===== src/rtl/sram_dp_pkg.sv =====
package sram_dp_pkg;
    typedef enum logic [1:0] {
        PW_ACTIVE = 2'd0,
        PW_SLEEP  = 2'd1,
        PW_WAKE   = 2'd2
    } pwr_state_t;
endpackage


===== src/rtl/sram_wr_decode.sv =====
module sram_wr_decode #(
    parameter int LANES = 4
) (
    input  logic             gw_n,
    input  logic             bw_n,
    input  logic [LANES-1:0] lane_sel_n,
    output logic [LANES-1:0] lane_we,
    output logic             is_wr
);
    for (genvar k = 0; k < LANES; k++) begin : g_lane
        // global write overrides everything; otherwise the master enable gates each lane
        assign lane_we[k] = !gw_n || (!bw_n && !lane_sel_n[k]);
    end
    assign is_wr = |lane_we;
endmodule


===== src/rtl/sram_array.sv =====
module sram_array #(
    parameter int ADDR_W = 4,
    parameter int LANES  = 4,
    parameter int LANE_W = 9
) (
    input  logic                    clk,
    input  logic [LANES-1:0]        we,
    input  logic [ADDR_W-1:0]       waddr,
    input  logic [LANES*LANE_W-1:0] wdata,
    input  logic [ADDR_W-1:0]       raddr,
    output logic [LANES*LANE_W-1:0] rdata
);
    localparam int DEPTH = 1 << ADDR_W;

    for (genvar k = 0; k < LANES; k++) begin : g_lane
        logic [LANE_W-1:0] mem [DEPTH];
        always_ff @(posedge clk) begin
            if (we[k]) mem[waddr] <= wdata[k*LANE_W +: LANE_W];
        end
        assign rdata[k*LANE_W +: LANE_W] = mem[raddr];
    end
endmodule


===== src/rtl/sram_pwr_fsm.sv =====
module sram_pwr_fsm
    import sram_dp_pkg::*;
#(
    parameter int WAKE_CYC = 3
) (
    input  logic       clk,
    input  logic       rst_n,
    input  logic       sleep,
    output logic       awake,
    output pwr_state_t state
);
    localparam int CW = $clog2(WAKE_CYC + 1);

    pwr_state_t     nxt;
    logic [CW-1:0]  cnt, cnt_nxt;

    always_ff @(posedge clk or negedge rst_n) begin
        if (!rst_n) begin
            state <= PW_ACTIVE;
            cnt   <= '0;
        end else begin
            state <= nxt;
            cnt   <= cnt_nxt;
        end
    end

    always_comb begin
        nxt     = state;
        cnt_nxt = cnt;
        unique case (state)
            PW_ACTIVE: if (sleep) nxt = PW_SLEEP;
            PW_SLEEP: begin
                if (!sleep) begin
                    nxt     = PW_WAKE;
                    cnt_nxt = CW'(WAKE_CYC - 1);
                end
            end
            PW_WAKE: begin
                if (sleep)            nxt = PW_SLEEP;
                else if (cnt == '0)   nxt = PW_ACTIVE;
                else                  cnt_nxt = cnt - 1'b1;
            end
            default: nxt = PW_ACTIVE;
        endcase
    end

    always_comb begin
        awake = (state == PW_ACTIVE);
    end
endmodule


===== src/rtl/sram_dp_core.sv =====
module sram_dp_core
    import sram_dp_pkg::*;
#(
    parameter int ADDR_W   = 4,
    parameter int LANES    = 4,
    parameter int LANE_W   = 9,
    parameter int WAKE_CYC = 3
) (
    input  logic                    clk,
    input  logic                    rst_n,
    input  logic                    sel,
    input  logic [ADDR_W-1:0]       addr,
    input  logic [LANES*LANE_W-1:0] wdata,
    input  logic                    gw_n,
    input  logic                    bw_n,
    input  logic [LANES-1:0]        lane_sel_n,
    input  logic                    oe_n,
    input  logic                    pipe_mode,
    input  logic                    sleep,
    output logic [LANES*LANE_W-1:0] rdata,
    output logic                    rvalid,
    output logic                    drive_en
);
    localparam int DW = LANES * LANE_W;

    pwr_state_t        pstate;
    logic              awake, accept, is_wr, rd_acc;
    logic [LANES-1:0]  lane_we, lane_we_eff;
    logic              rd_s1, rd_s2;
    logic [ADDR_W-1:0] addr_s1;
    logic [DW-1:0]     arr_q, dout_q;

    sram_pwr_fsm #(.WAKE_CYC(WAKE_CYC)) u_pwr (
        .clk(clk), .rst_n(rst_n), .sleep(sleep), .awake(awake), .state(pstate)
    );

    sram_wr_decode #(.LANES(LANES)) u_dec (
        .gw_n(gw_n), .bw_n(bw_n), .lane_sel_n(lane_sel_n),
        .lane_we(lane_we), .is_wr(is_wr)
    );

    assign accept      = sel && awake && !sleep;
    assign lane_we_eff = lane_we & {LANES{accept}};
    assign rd_acc      = accept && !is_wr;

    sram_array #(.ADDR_W(ADDR_W), .LANES(LANES), .LANE_W(LANE_W)) u_arr (
        .clk(clk), .we(lane_we_eff), .waddr(addr), .wdata(wdata),
        .raddr(addr_s1), .rdata(arr_q)
    );

    // capture stage and optional output register
    always_ff @(posedge clk or negedge rst_n) begin
        if (!rst_n) begin
            rd_s1   <= 1'b0;
            rd_s2   <= 1'b0;
            addr_s1 <= '0;
            dout_q  <= '0;
        end else begin
            rd_s1   <= rd_acc;
            addr_s1 <= addr;
            rd_s2   <= rd_s1 && awake && !sleep;
            dout_q  <= arr_q;
        end
    end

    always_comb begin
        rvalid   = awake && (pipe_mode ? rd_s2 : rd_s1);
        rdata    = rvalid ? (pipe_mode ? dout_q : arr_q) : '0;
        drive_en = rvalid && !oe_n;
    end
endmodule


===== config.mk =====
export PLATFORM = sky130hd
export DESIGN_NAME = sram_dp_core
export DESIGN_NICKNAME = d
export VERILOG_FILES = /design/src/rtl/sram_dp_pkg.sv /design/src/rtl/sram_wr_decode.sv /design/src/rtl/sram_array.sv /design/src/rtl/sram_pwr_fsm.sv /design/src/rtl/sram_dp_core.sv
export SDC_FILE = /design/constraint.sdc
export NUM_CORES = 1
export LEC_CHECK = 0
export BUFFER_PORTS_ARGS = -buffer_cell sky130_fd_sc_hd__clkbuf_2
export CAP_MARGIN = 5
export CORE_MARGIN = 2
export CORE_UTILIZATION = 53
export DETAILED_ROUTE_END_ITERATION = 6
export GPL_ROUTABILITY_DRIVEN = 0
export MAX_ROUTING_LAYER = met4
export PLACE_DENSITY = 0.71
export SLEW_MARGIN = 10
export SYNTH_ARGS = -nofsm -noshare
export SYNTH_HDL_FRONTEND = slang
export SYNTH_HIERARCHICAL = 1
export SYNTH_SLANG_ARGS = --single-unit
export TNS_END_PERCENT = 50

===== constraint.sdc =====
create_clock -name clk -period 2.5 [get_ports clk]
set_clock_uncertainty 0.2 [all_clocks]
set_input_delay 0.5 -clock clk [delete_from_list [all_inputs] [get_ports clk]]
set_output_delay 0.5 -clock clk [all_outputs]
set_load 0.02 [all_outputs]

---- After elaboration in Yosys (flattened, before gate mapping) ----
Memories as Yosys holds them, arrays and structs flattened.
Index checks and enable logic that the tools add are counted.
storage, ports and cells
  register bits after elaboration ......... 46
  logic and storage cells ................. 68
  memory bits (writable) .................. 576
  memories ................................ 4
  output and inout port bits .............. 38
  input bits .............................. 52
memory list
  name                 words  bits a word  rd ports  clocked after Yosys merged registers in  write ports  line              source
  u_arr.g_lane[0].mem  16     9            1         0                                        1            sram_array.sv:16  logic [LANE_W-1:0] mem [DEPTH];
  u_arr.g_lane[1].mem  16     9            1         0                                        1            sram_array.sv:16
  u_arr.g_lane[2].mem  16     9            1         0                                        1            sram_array.sv:16
  u_arr.g_lane[3].mem  16     9            1         0                                        1            sram_array.sv:16
operators by class
  bitwise logic cells ..................... 1
  reductions and logical operators ........ 30
  eq/ne operators ......................... 7
  mux-type cells .......................... 19
  add/sub/neg operators ................... 1
operator list
  cell                                                                 number
  36-bit two-way mux                                                   2
  2-bit two-way mux                                                    6
  1-bit logical AND                                                    11
  1-bit zero test                                                      9
  1-bit two-way mux                                                    9
  2-bit != test (second input constant)                                4
  2-bit one-hot mux with 3 select lines                                1
  4-bit AND                                                            1
  2-bit zero test                                                      2
  1-bit logical OR                                                     4
  2-bit one-hot mux with 2 select lines                                1
  4-bit AND reduction                                                  1
  4-bit OR reduction                                                   1
  3-bit by 2-bit != test with 1-bit output (second input constant)     1
  3-bit AND reduction                                                  1
  2-bit by 1-bit == test with 1-bit output (second input constant)     1
  2-bit == test (second input constant)                                1
  2-bit nonzero test                                                   1
  2-bit by 1-bit subtractor with 2-bit output (second input constant)  1

---- Longest topological paths before layout ----
Gate-level depths: netlist of run 1.
  word-level depth ........................ 6
  depth in mapped cells ................... 8
  gate-level depth less buffers ........... 5

---- By module ----
Netlist of run 1, hierarchy kept.
by module, submodules not included
  module          area each (µm²)  cells each  sequential area each (µm²)  times used
  sram_array      22007.4          969         17296.6                     1
  sram_dp_core    2104.5           177         1051.0                      1
  sram_pwr_fsm    235.2            20          100.1                       1
  sram_wr_decode  33.8             6           0.0                         1

---- Worst setup path after synthesis of run 1 ----
OpenSTA, ideal clock, no wires.
  path type ............................... flip-flop to output port
  start ................................... register addr_s1[0]
  end ..................................... output port rdata[1]
  cell stages (with the launch flop) ...... 9
  required time ........................... 1.800 ns
  arrival time ............................ 1.884 ns
  path slack .............................. -0.084 ns
  buffers on the path ..................... 3
  path through ............................ dfrtp_1 > buf_2 > buf_6 > buf_6 > mux4_2 > a22oi_1 > nand2_1 > inv_1 > o32ai_1
between the ends
  longest elaborated chain between the ends .. 3
RTL lines
  element                           line                source
  from (decl)                       sram_dp_core.sv:30  logic [ADDR_W-1:0] addr_s1;
  from (signal assigned)            sram_dp_core.sv:60  addr_s1 <= addr;
  memory 16 x 9 bit                 --
  via arr_q[1]                      sram_dp_core.sv:31  logic [DW-1:0] arr_q, dout_q;
  36-bit two-way mux (2 in series)  sram_dp_core.sv:68  rdata = rvalid ? (pipe_mode ? dout_q : arr_q) : '0;
  to (decl)                         sram_dp_core.sv:20  output logic [LANES*LANE_W-1:0] rdata,
The timed path passes the listed nets, and every way through them passes these cells.

---- Worst setup path after layout of run 1 ----
  start ................................... register addr_s1[0]
  end ..................................... output port rdata[5]
The elaborated chain is that of the path after synthesis.

==> impl_metrics.csv, run 1 <==
group,metric,value,unit
outcome,status,"finished with violations",
outcome,violations,"setup timing",
sta,clock.fmax,291,MHz
pwr,leakage,10.2,nW
floorplanning,start_util,53.7,%
critical_path,rr_startpoint,"u_pwr/state[0]$_DFFE_PN0P_",
clock_network,clk_pin_slew_worst_paths,0.06,ns
cells_and_area,nNetsFinal,1489,
synth,ys_warn_count,6,
synth,syn_nets,1225,
floorplanning,die_width,218,µm
sta,relSlewSlack,53.4,%
hold_path,hp-class,"in2reg",
clock_network,h-tree-depth,2,
global_route,grt_start_max_net_pins,41,
pwr,peakVddDrop,0.000509,V
critical_path,crit_top_cell,"buf_12",
critical_path,required,1.80,ns
routing,drc,0,
global_route,grt_antenna_before_repair,0,
critical_path,cp_max_fo,8,
routing,routed_wl,54300,µm
sta,drv_slew,0,
critical_path,r2r-end,"u_arr/g_lane[3].mem[5][1]$_DFFE_PP_",
global_route,grt_util_all_layers,24.1,%
sta,fin_tns_setup,-30.21,ns
cells_and_area,stdcell_area,30000,µm²
synth,synth_cells,1172,
routing,drt-vias-per-instance,5.95,
sta,hold_viol,0,
critical_path,arrival,2.73,ns
global_route,grt_overflow,0,
routing,drt_first_pass_iters,5,
clock_network,numCtsBuffers,58,
clock_network,clk_latency,0.61,ns
cells_and_area,diodes,0,
global_route,grt_pass1_vias,12700,
sta,rsz0062_at_grt,"yes",
floorplanning,die_y,218,µm
cells_and_area,area_growth,23.1,%
clock_network,cts_sinks,622,
synth,ys_seq_elements,622,
critical_path,endpoint,"rdata[5]",
sta,whs,0.0725,ns
clock_network,cts_tree,"done",
pwr,powerDensity,723,nW/µm²
routing,avgRoutedWirePerCell,26.1,µm
sta,fin_crit_sh,137,%
floorplanning,design.core.area,45400,µm²
cells_and_area,layout.cells.non_filler,2083,
critical_path,slowest_delay,0.50,ns
sta,tightest_slew,0.694,ns
pwr,total_power,21.7,mW
critical_path,r2r_slack,0.21,ns
sta,layout_min_cycle_time,3.43,ns
routing,vias,12400,
cells_and_area,fin_util,66.1,%
synth,synth_area,24400,µm²
clock_network,cts_root_buffer,"clkbuf_16",
sta,setup_slack,-0.933,ns
critical_path,ff2ff_path_depth,6,
routing,drtAntennaViolNets,0,
critical_path,critical_path_class,"reg2out",
placement,place_ws,-0.556,ns
critical_path,cp-end-kind,"output pin",
floorplanning,die_area,47700,µm²
routing,drtIter0Drc,1076,
cells_and_area,num-fill-cells,2873,
critical_path,cp_slowest_cell,"mux4_2",
placement,dp_hpwl,33300,µm
placement,io_buffers,89,
placement,dp.cells,1940,
synth,synth.avg_cell_area,20.8,µm²
cells_and_area,drive_above_1_share,42.4,%
floorplanning,rows,78,
critical_path,cp-start-kind,"register",
critical_path,crit_chain,"buf_12, buf_12, buf_12, mux4_2, a22oi_2, nand2_2, inv_2, o32ai_2, buf_4",
global_route,grt_first_pass_wirelength,80900,µm
critical_path,critPathLaunch,"addr_s1[0]$_DFF_PN0_",
synth,synth.distinct_cells,37,
synth,seq_area_frac_synth,75.7,%
run,maxCapViolations,0,
floorplanning,io_pins,90,
placement,place_area,27200,µm²
sta,setup_viol_count_final,36,
clock_network,clockBufferDepth,3,
[power breakdown]
part | internal, mW | total (mW) | switching, mW
clock network | 5.18 | 8.83 | 3.66
registers | 11.5 | 11.5 | 0.0388
logic | 0.619 | 1.36 | 0.743
[layout by cell type, fill, tap and decap left out, types with 17 or more instances in the layout]
cell type and instances:
edfxtp_1 576, mux4_2 144, buf_4 107, buf_12 79, and2_1 64, clkbuf_2 63
nand2_1 62, clkbuf_16 60, a22oi_2 57, dfrtp_1 44, o32ai_2 31, inv_1 27
clkinv_2 17
[critical path: cells and delay by family (launching register included)]
kind / cells / cell delay, ns
buffers and inverters: 5 / 0.66
muxes: 1 / 0.50
DFF: 1 / 0.49
AOI/OAI and AO/OA: 2 / 0.35
and+or+nand+nor: 1 / 0.11
[final cells by class]
| cell class | count | area [µm²] | area share [%] |
|---|---|---|---|
| repair buffers | 271 | 3000 | 9.98 |
| multi-input cells | 445 | 5750 | 19.2 |
| flip-flops and latches | 622 | 18500 | 61.5 |
| well taps | 600 | 751 | 2.50 |
| clock inverters | 33 | 342 | 1.14 |
| clock buffers | 74 | 1580 | 5.27 |
| inverters | 38 | 143 | 0.475 |
[worst min-delay path by stage]
stage | slack (ns) | from | endpoint | depth (start not counted)
after CTS | 0.05 | gw_n | rd_s1$_DFF_PN0_ | 3
after global routing | 0.1 | gw_n | rd_s1$_DFF_PN0_ | 3
final | 0.07 | gw_n | rd_s1$_DFF_PN0_ | 3
after floorplan | 0.004 | rst_n | addr_s1[0]$_DFF_PN0_ | 0
after global placement | 0.23 | rst_n | dout_q[20]$_DFF_PN0_ | 1
after detailed placement | 0.24 | rst_n | dout_q[20]$_DFF_PN0_ | 1
[metal layers]
metal,vias to the layer above,GRT usage [%],share of wire [%]
met5,-,-,0
met4,0,8.10,2.7
met3,94,4.13,6.3
met2,445,38.1,50
met1,6526,32.2,41
li1,5333,-,-
[repair_timing]
item | in CTS | in global routing
setup buffers | 16 | 13
gates cloned | 2 | 1
hold endpoints to repair | 14 | 0
pin swaps | 23 | 32
hold buffers | 6 | 0
endpoints found under the setup margin | 36 | 581
gates resized for setup | 74 | 81
[flip-flops by register name, summed over array words and instances, names as in the netlist]
| register | count |
|---|---|
| u_pwr/cnt | 2 |
| addr_s1 | 4 |
| rd_s1 | 1 |
| u_pwr/state | 2 |
| dout_q | 36 |
| u_arr/g_lane.mem | 576 |
| rd_s2 | 1 |
[synthesized netlist by cell type (all sizes together)]
cell	count	area [µm²]
edfxtp	576	17300
mux4	144	3240
nand2	77	299
a22oi	73	553
and2	69	432
dfrtp	46	1150
buf	43	327
inv	38	143
o32ai	35	543
clkbuf	24	90.1
nor2	12	45.0
nor3	7	40.0
nand2b	4	25.0
nor2b	4	25.0
o21ai	4	20.0
mux2i	3	30.0
and3b	2	17.5
a21boi	1	7.51
a22o	1	8.76
a41o	1	10.0
and2b	1	7.51
ha	1	12.5
nand4	1	6.26
nand4b	1	8.76
nor3b	1	7.51
nor4	1	6.26
o21bai	1	11.3
o2bb2ai	1	15.0
[cells by family after synthesis]
family / count (synthesis) / share of synthesized area, %
multiplexers: 147 / 13.4
flip-flops: 622 / 75.7
adder cells (fa/ha/maj): 1 / 0.0513
AND/OR/NAND/NOR: 180 / 3.77
buffers and inverters: 105 / 2.29
AO/OA/AOI/OAI: 117 / 4.79
Note: power is estimated with default switching activity, not from simulation.
==> run 2: changes to the inputs <==
- SYNTH_HIERARCHICAL: 1 -> default
==> run 2 against run 1 <==
  * The run still ends with setup timing left
  * Via count up 6.1%
  * Final cell count rose by 4.7%
  * Wire length rose by 4.3%
  * Critical endpoint is now rdata[2]
  * Clock-buffer cell count increased by 17
  * Worst hold slack improved by 0.0073 ns
  * Worst setup slack improved by 0.088 ns
==> impl_metrics.csv, run 2 <==
group,metric,value,unit
global_route,use_met1,34.2,%
synth,synth_common_cells,"edfxtp_1, nor2_1, mux2i_1",
critical_path,required,1.80,ns
routing,drt_first_pass_iters,6,
synth,synth_cells,1282,
critical_path,rr_startpoint,"u_pwr.state[1]$_DFFE_PN0P_",
critical_path,cp-start-kind,"register",
global_route,grt_use_met3,4.04,%
global_route,grt_antenna_before_repair,3,
global_route,grt_pass1_vias,13100,
synth,synth.avg_cell_area,19.0,µm²
placement,place_area,26700,µm²
critical_path,arrival,2.64,ns
synth,synth_top_area_share,71.1,%
pwr,peakVddDrop,0.000552,V
pwr,p_switching,4.38,mW
sta,relSlewSlack,58.7,%
clock_network,clk_latency,0.61,ns
critical_path,critical_path_class,"reg2out",
floorplanning,die_area,47600,µm²
sta,clock.fmax,299,MHz
floorplanning,die_width,218,µm
global_route,grt_overflow,0,
routing,routed_wl,56700,µm
synth,async_reset_ff_share,7.40,%
hold_path,hp-start,"wdata[11]",
routing,drt-vias-per-instance,6.04,
pwr,combPwrFrac,5.8,%
critical_path,cp_max_fo,16,
cells_and_area,num-fill-cells,3068,
placement,dp.cells,2050,
clock_network,clk_pin_slew_worst_paths,0.06,ns
synth,synth.distinct_cells,39,
clock_network,clockBufferDepth,3,
outcome,status,"finished with violations",
cells_and_area,layout_common_cells,"edfxtp_1, buf_4, nor2_1, mux2i_1, clkbuf_2",
synth,seq_area_frac_synth,75.8,%
clock_network,h-tree-depth,2,
global_route,grt_util_all_layers,24.8,%
placement,io_buffers,89,
sta,setup_viol_count_final,36,
routing,drtIter0Drc,1435,
floorplanning,rows,78,
clock_network,cts_tree,"done",
routing,vias,13200,
routing,drtAntennaViolNets,0,
cells_and_area,stdcell_area,29000,µm²
pwr,leakage,10.1,nW
cells_and_area,reg_top3,"u_arr.g_lane.mem (576), dout_q (36), addr_s1 (4)",
placement,dp_hpwl,34200,µm
cells_and_area,drive_above_1_share,34.7,%
hold_path,hp-class,"in2reg",
synth,dominantRegCellSynth,"edfxtp_1",
floorplanning,start_util,53.6,%
floorplanning,die_y,218,µm
cells_and_area,area_growth,19.4,%
pwr,intPower,17.2,mW
cells_and_area,layout.cells.non_filler,2180,
cells_and_area,nNetsFinal,1581,
sta,tightest_slew,0.619,ns
run,maxCapViolations,0,
synth,ys_seq_elements,622,
floorplanning,design.core.area,45400,µm²
global_route,grt_first_pass_wirelength,83100,µm
synth,yosys.area.top_type,"edfxtp_1",
cells_and_area,fin_util,64.0,%
sta,layout_min_cycle_time,3.34,ns
global_route,met2_usage,38.6,%
pwr,powerDensity,741,nW/µm²
pwr,seq_power_share,53.5,%
sta,rsz0062_at_grt,"yes",
pwr,p_sw_share,20.3,%
cells_and_area,largest-register,"u_arr.g_lane.mem",
clock_network,cts_sinks,622,
synth,synth_enable_flop_cells,576,
cells_and_area,largest_register_ffs,576,
sta,hold_viol,0,
global_route,top_usage_layer,"met2",
routing,drc,0,
sta,fin_crit_sh,134,%
sta,setup_slack,-0.845,ns
synth,yosysMostFrequentCell,"edfxtp_1",
cells_and_area,layout_commonest_cell,"edfxtp_1",
routing,avgRoutedWirePerCell,26.0,µm
critical_path,critPathLaunch,"addr_s1[0]$_DFF_PN0_",
synth,synth_area,24300,µm²
floorplanning,io_pins,90,
synth,synth_area_leaders,"edfxtp_1, mux4_2, dfrtp_1",
synth,ys_warn_count,0,
outcome,violations,"setup timing",
synth,syn_nets,1335,
pwr,clkPwrFrac,40.8,%
sta,drv_slew,0,
clock_network,cts_root_buffer,"clkbuf_16",
clock_network,numCtsBuffers,59,
global_route,grt_start_max_net_pins,32,
critical_path,cp-end-kind,"output pin",
==> run 2: cell types whose count changed in the layout (fill, tap and decap cells not counted), sizes merged, moves of 66 or more <==
cell	previous run	this run
nor2	12	105
o22ai	0	67
mux4	144	69
a22oi	73	3
mux2i	3	86
and2	69	3
mux2	0	66
==> run 2: through the flow <==
step / setup TNS [ns] / hold slack, ns / setup slack [ns] / total power, mW
4_1_cts: -29.94 / 0.0581 / -0.887 / 21.6
2_1_floorplan: 0 / 0.00441 / 0.0655 / 12.4
6_report: -28.39 / 0.0798 / -0.845 / 21.5
3_3_place_gp: -6.41 / 0.296 / -0.245 / 12.9
5_1_grt: -30.51 / 0.105 / -0.889 / 22.1
3_5_place_dp: -7.25 / 0.294 / -0.267 / 12.9
==> run 2: path summary, 6_finish.rpt <==
| check | cells after the start | endpoint | slack (ns) |
|---|---|---|---|
| setup reg to reg | 7 | u_arr.g_lane[1].mem[13][3]$_DFFE_PP_ | 0.22 |
| hold / removal | 1 | u_arr.g_lane[1].mem[12][2]$_DFFE_PP_ | 0.08 |
| setup / recovery | 7 | rdata[2] | -0.84 |
| min in group asynchronous | 2 | dout_q[30]$_DFF_PN0_ | 0.25 |
| hold reg to reg | 1 | rd_s2$_DFF_PN0_ | 0.32 |
| max in group asynchronous | 3 | addr_s1[2]$_DFF_PN0_ | 1.21 |
==> run 2: layout make-up <==
cell class                 instances  area (µm²)  share of cell area (%)
sequential                       622       18500                    63.6
tap                              600         751                    2.58
clock buffer                      91        1730                    5.95
timing repair buffer             259        2190                    7.55
inverter                           5        18.8                  0.0646
antenna                            2        5.00                  0.0172
clock inverter                    20         199                   0.685
multi-input combinational        581        5690                    19.6
==> run 2: logic make-up (layout without fill, tap and decap cells) <==
| group | after synthesis | count (layout) | share of synthesized area [%] |
|---|---|---|---|
| multiplexers | 221 | 221 | 13.0 |
| AO/OA/AOI/OAI | 188 | 188 | 6.42 |
| other | 0 | 2 | 0 |
| AND/OR/NAND/NOR | 171 | 171 | 2.97 |
| adder cells (fa/ha/maj) | 1 | 1 | 0.0514 |
| buffers and inverters | 79 | 375 | 1.73 |
| flip-flops | 622 | 622 | 75.8 |
==> run 2: routing by layer <==
metal | vias to the layer above | share of wire (%)
li1 | 5697 | -
met4 | 0 | 2.6
met5 | - | 0
met1 | 6823 | 41
met2 | 535 | 48
met3 | 102 | 8.0
==> run 2: worst max-delay path, cell delays in order (launching register included) <==
cell and delay (ns):
dfrtp_4 0.45, buf_12 0.20, buf_4 0.18, mux4_2 0.51, o22ai_2 0.17, o22ai_2 0.13
a22o_1 0.24, clkbuf_2 0.15
==> run 2: power by group through the flow <==
stage               Sequential (mW)  Clock, mW  Combinational [mW]
floorplan                      11.7          0               0.651
global placement               11.7          0                1.13
detailed placement             11.7          0                1.16
CTS                            11.5       8.91                1.21
global route                   11.5       9.28                1.32
finish                         11.5       8.78                1.24
==> run 2: timing repair <==
action | 4_1_cts | 5_1_grt
setup buffers | 1 | 8
hold buffers | 7 | 0
cloned | 1 | 0
endpoints found under the hold margin | 22 | 0
pin swaps | 1 | 0
gates resized for setup | 28 | 46
setup endpoints to repair | 36 | 36
==> run 3: changes to the inputs <==
- BUFFER_PORTS_ARGS: -buffer_cell sky130_fd_sc_hd__clkbuf_2 -> default
- CORE_ASPECT_RATIO: default -> 1.75
- CORE_UTILIZATION: 53 -> 46
- DONT_BUFFER_PORTS: default -> 1
- PLACE_DENSITY: 0.71 -> 0.62
==> run 3 against run 2 <==
  * The run still ends with setup timing left
  * Register-to-register slack barely moved
  * Fmax rose by 2.1%
  * Power fell by 2.6%
  * Clock-buffer cell count fell by 22
  * Worst hold slack improved by 0.0055 ns
  * Critical path type unchanged
  * Core utilization fell by 7.3 points
  * Critical endpoint is now rdata[15]
  * Final area rose by 2.2%
  * Non-clock buffer count fell by 55
  * Clock power fell by 7.3%
  * Largest power group unchanged
  * Sequential cell count did not move
  * Worst setup slack improved by 0.068 ns
  * Sequential share of layout area fell by 1.4 points
==> impl_metrics.csv, run 3 (synthesis results as in run 2) <==
group,metric,value,unit
critical_path,crit_family,"compound AO/OA/AOI/OAI gates",
floorplanning,io_pins,90,
sta,hold_viol,0,
routing,drt_first_pass_iters,6,
cells_and_area,largest_register_ffs,576,
critical_path,arrival,2.58,ns
critical_path,path_buf_inv,2,
critical_path,rr_startpoint,"u_pwr.state[0]$_DFFE_PN0P_",
clock_network,h-tree-depth,2,
floorplanning,die_area,54800,µm²
clock_network,clockBufferDepth,3,
routing,drt-vias-per-instance,5.81,
clock_network,clk_pin_slew_worst_paths,0.06,ns
critical_path,slowest_delay,0.53,ns
placement,dp_hpwl,35200,µm
clock_network,cts_sinks,622,
critical_path,crit_top_cell,"o22ai_2",
routing,drtAntennaViolNets,0,
sta,rsz0062_at_grt,"yes",
pwr,seq_power_share,54.9,%
hold_path,worstHoldEndpoint,"rd_s2$_DFF_PN0_",
cells_and_area,nNetsFinal,1519,
sta,fin_crit_sh,131,%
floorplanning,die_y,308,µm
hold_path,hold_depth,3,
pwr,combPwrFrac,6.3,%
cells_and_area,area_growth,22.0,%
hold_path,hp-start,"sleep",
critical_path,crit_chain,"buf_12, buf_16, mux4_2, o22ai_2, o22ai_2, a22o_4",
floorplanning,rows,111,
clock_network,cts_root_buffer,"clkbuf_16",
cells_and_area,fin_util,56.7,%
placement,place_ws,-0.356,ns
critical_path,required,1.80,ns
clock_network,clk_latency,0.59,ns
pwr,p_switching,4.33,mW
global_route,grt_first_pass_wirelength,85200,µm
cells_and_area,layout_commonest_cell,"edfxtp_1",
critical_path,cp_slowest_cell,"mux4_2",
outcome,violations,"setup timing",
pwr,leakage,10.1,nW
pwr,peakVddDrop,0.000461,V
sta,tightest_slew,0.602,ns
clock_network,numCtsBuffers,52,
sta,drv_slew,0,
pwr,clkPwrFrac,38.8,%
global_route,grt_pass1_vias,13100,
critical_path,critical_path_class,"reg2out",
routing,routed_wl,59000,µm
sta,setup_viol_count_final,36,
cells_and_area,reg_top3,"u_arr.g_lane.mem (576), dout_q (36), addr_s1 (4)",
critical_path,cp-start-kind,"register",
floorplanning,design.core.area,52400,µm²
routing,vias,12700,
run,maxCapViolations,0,
pwr,p_sw_share,20.6,%
floorplanning,start_util,46.5,%
global_route,grt_util_all_layers,22.3,%
routing,avgRoutedWirePerCell,27.0,µm
cells_and_area,num-fill-cells,3824,
pwr,powerDensity,707,nW/µm²
critical_path,r2r-end,"u_arr.g_lane[2].mem[5][3]$_DFFE_PP_",
global_route,grt_start_max_net_pins,47,
sta,fin_tns_setup,-25.77,ns
critical_path,cp-end-kind,"output pin",
global_route,grt_antenna_before_repair,3,
sta,relSlewSlack,59.8,%
placement,io_buffers,0,
critical_path,ff2ff_path_depth,7,
critical_path,r2r_slack,0.23,ns
sta,layout_min_cycle_time,3.28,ns
pwr,intPower,16.6,mW
global_route,grt_overflow,0,
cells_and_area,layout_common_cells,"edfxtp_1, nor2_1, mux2i_1, buf_4, mux4_2",
hold_path,hp-class,"in2reg",
cells_and_area,largest-register,"u_arr.g_lane.mem",
critical_path,cp_max_fo,13,
routing,drtIter0Drc,1330,
sta,setup_slack,-0.777,ns
floorplanning,die_width,178,µm
clock_network,cts_tree,"done",
sta,clock.fmax,305,MHz
outcome,status,"finished with violations",
routing,drc,0,
cells_and_area,drive_above_1_share,32.3,%
run 3: changes by cell type in the layout (fill, tap and decap cells not counted), moves of 12 or more:
cell and delta:
a22o_4 +30, buf_2 -14, clkbuf_2 -73, buf_12 +33
buf_4 -48, o22ai_2 -12, dlygate4sd3_1 +36, a22o_1 -33
run 3: how the worst max path moves through the flow:
| stage | cells after the start | to | start | slack (ns) |
|---|---|---|---|---|
| 5_1_grt | 8 | rdata[33] | addr_s1[0]$_DFF_PN0_ | -0.84 |
| 4_1_cts | 7 | rdata[30] | addr_s1[0]$_DFF_PN0_ | -0.82 |
| 3_5_place_dp | 6 | rdata[33] | addr_s1[0]$_DFF_PN0_ | -0.36 |
| 6_report | 6 | rdata[15] | addr_s1[0]$_DFF_PN0_ | -0.78 |
| 2_1_floorplan | 6 | rdata[22] | addr_s1[0]$_DFF_PN0_ | 0.07 |
| 3_3_place_gp | 6 | rdata[33] | addr_s1[0]$_DFF_PN0_ | -0.35 |
run 3: per-layer routing:
| layer | up-vias | global-route usage (%) | share of wire (%) |
|---|---|---|---|
| li1 | 5581 | - | - |
| met1 | 6647 | 26.7 | 38 |
| met2 | 397 | 38.9 | 54 |
| met3 | 102 | 3.06 | 5.0 |
| met4 | 0 | 7.34 | 3.2 |
| met5 | - | - | 0 |
run 3: per-stage QoR:
step,power (mW),hold WS (ns),cells,cell area [µm²]
2_1_floorplan,12.4,0.00441,1282,24300
3_3_place_gp,12.7,0.00566,2022,26500
3_5_place_dp,12.7,0.00523,2022,26500
4_1_cts,21.1,0.0586,2176,29200
5_1_grt,21.6,0.0676,2188,29700
6_report,21.0,0.0853,2189,29700
run 3: worst reg2reg max path: stages (launching register included):
cell and delay (ns):
dfrtp_1 0.45, nor3_1 0.21, buf_4 0.19, and2_1 0.21, nand2_1 0.09, buf_4 0.21
nor2_1 0.23, buf_12 0.19
run 3: power by group through the flow:
stage,registers [mW],clock network [mW],logic (mW)
after floorplan,11.7,0,0.651
after global routing,11.5,8.68,1.41
final,11.5,8.14,1.32
after detailed placement,11.7,0,0.965
after CTS,11.5,8.31,1.26
after global placement,11.7,0,0.952
run 3: what timing repair did:
item                                    in CTS  in global routing
pin swaps                                    6                  5
hold buffers                                44                  0
setup buffers                               11                  6
hold endpoints to repair                   631                  0
gates resized for setup                     74                 68
cloned                                       3                  5
endpoints found under the setup margin      36                 37
run 3: area by class of cell:
type	count	area [µm²]	share of cell area, %
sequential	622	18500	62.2
antenna	3	7.51	0.0253
clock inverter	27	292	0.982
timing repair buffer	204	2670	8.99
tap	678	848	2.86
clock buffer	69	1410	4.74
multi-input combinational	581	5980	20.2
inverter	5	18.8	0.0632
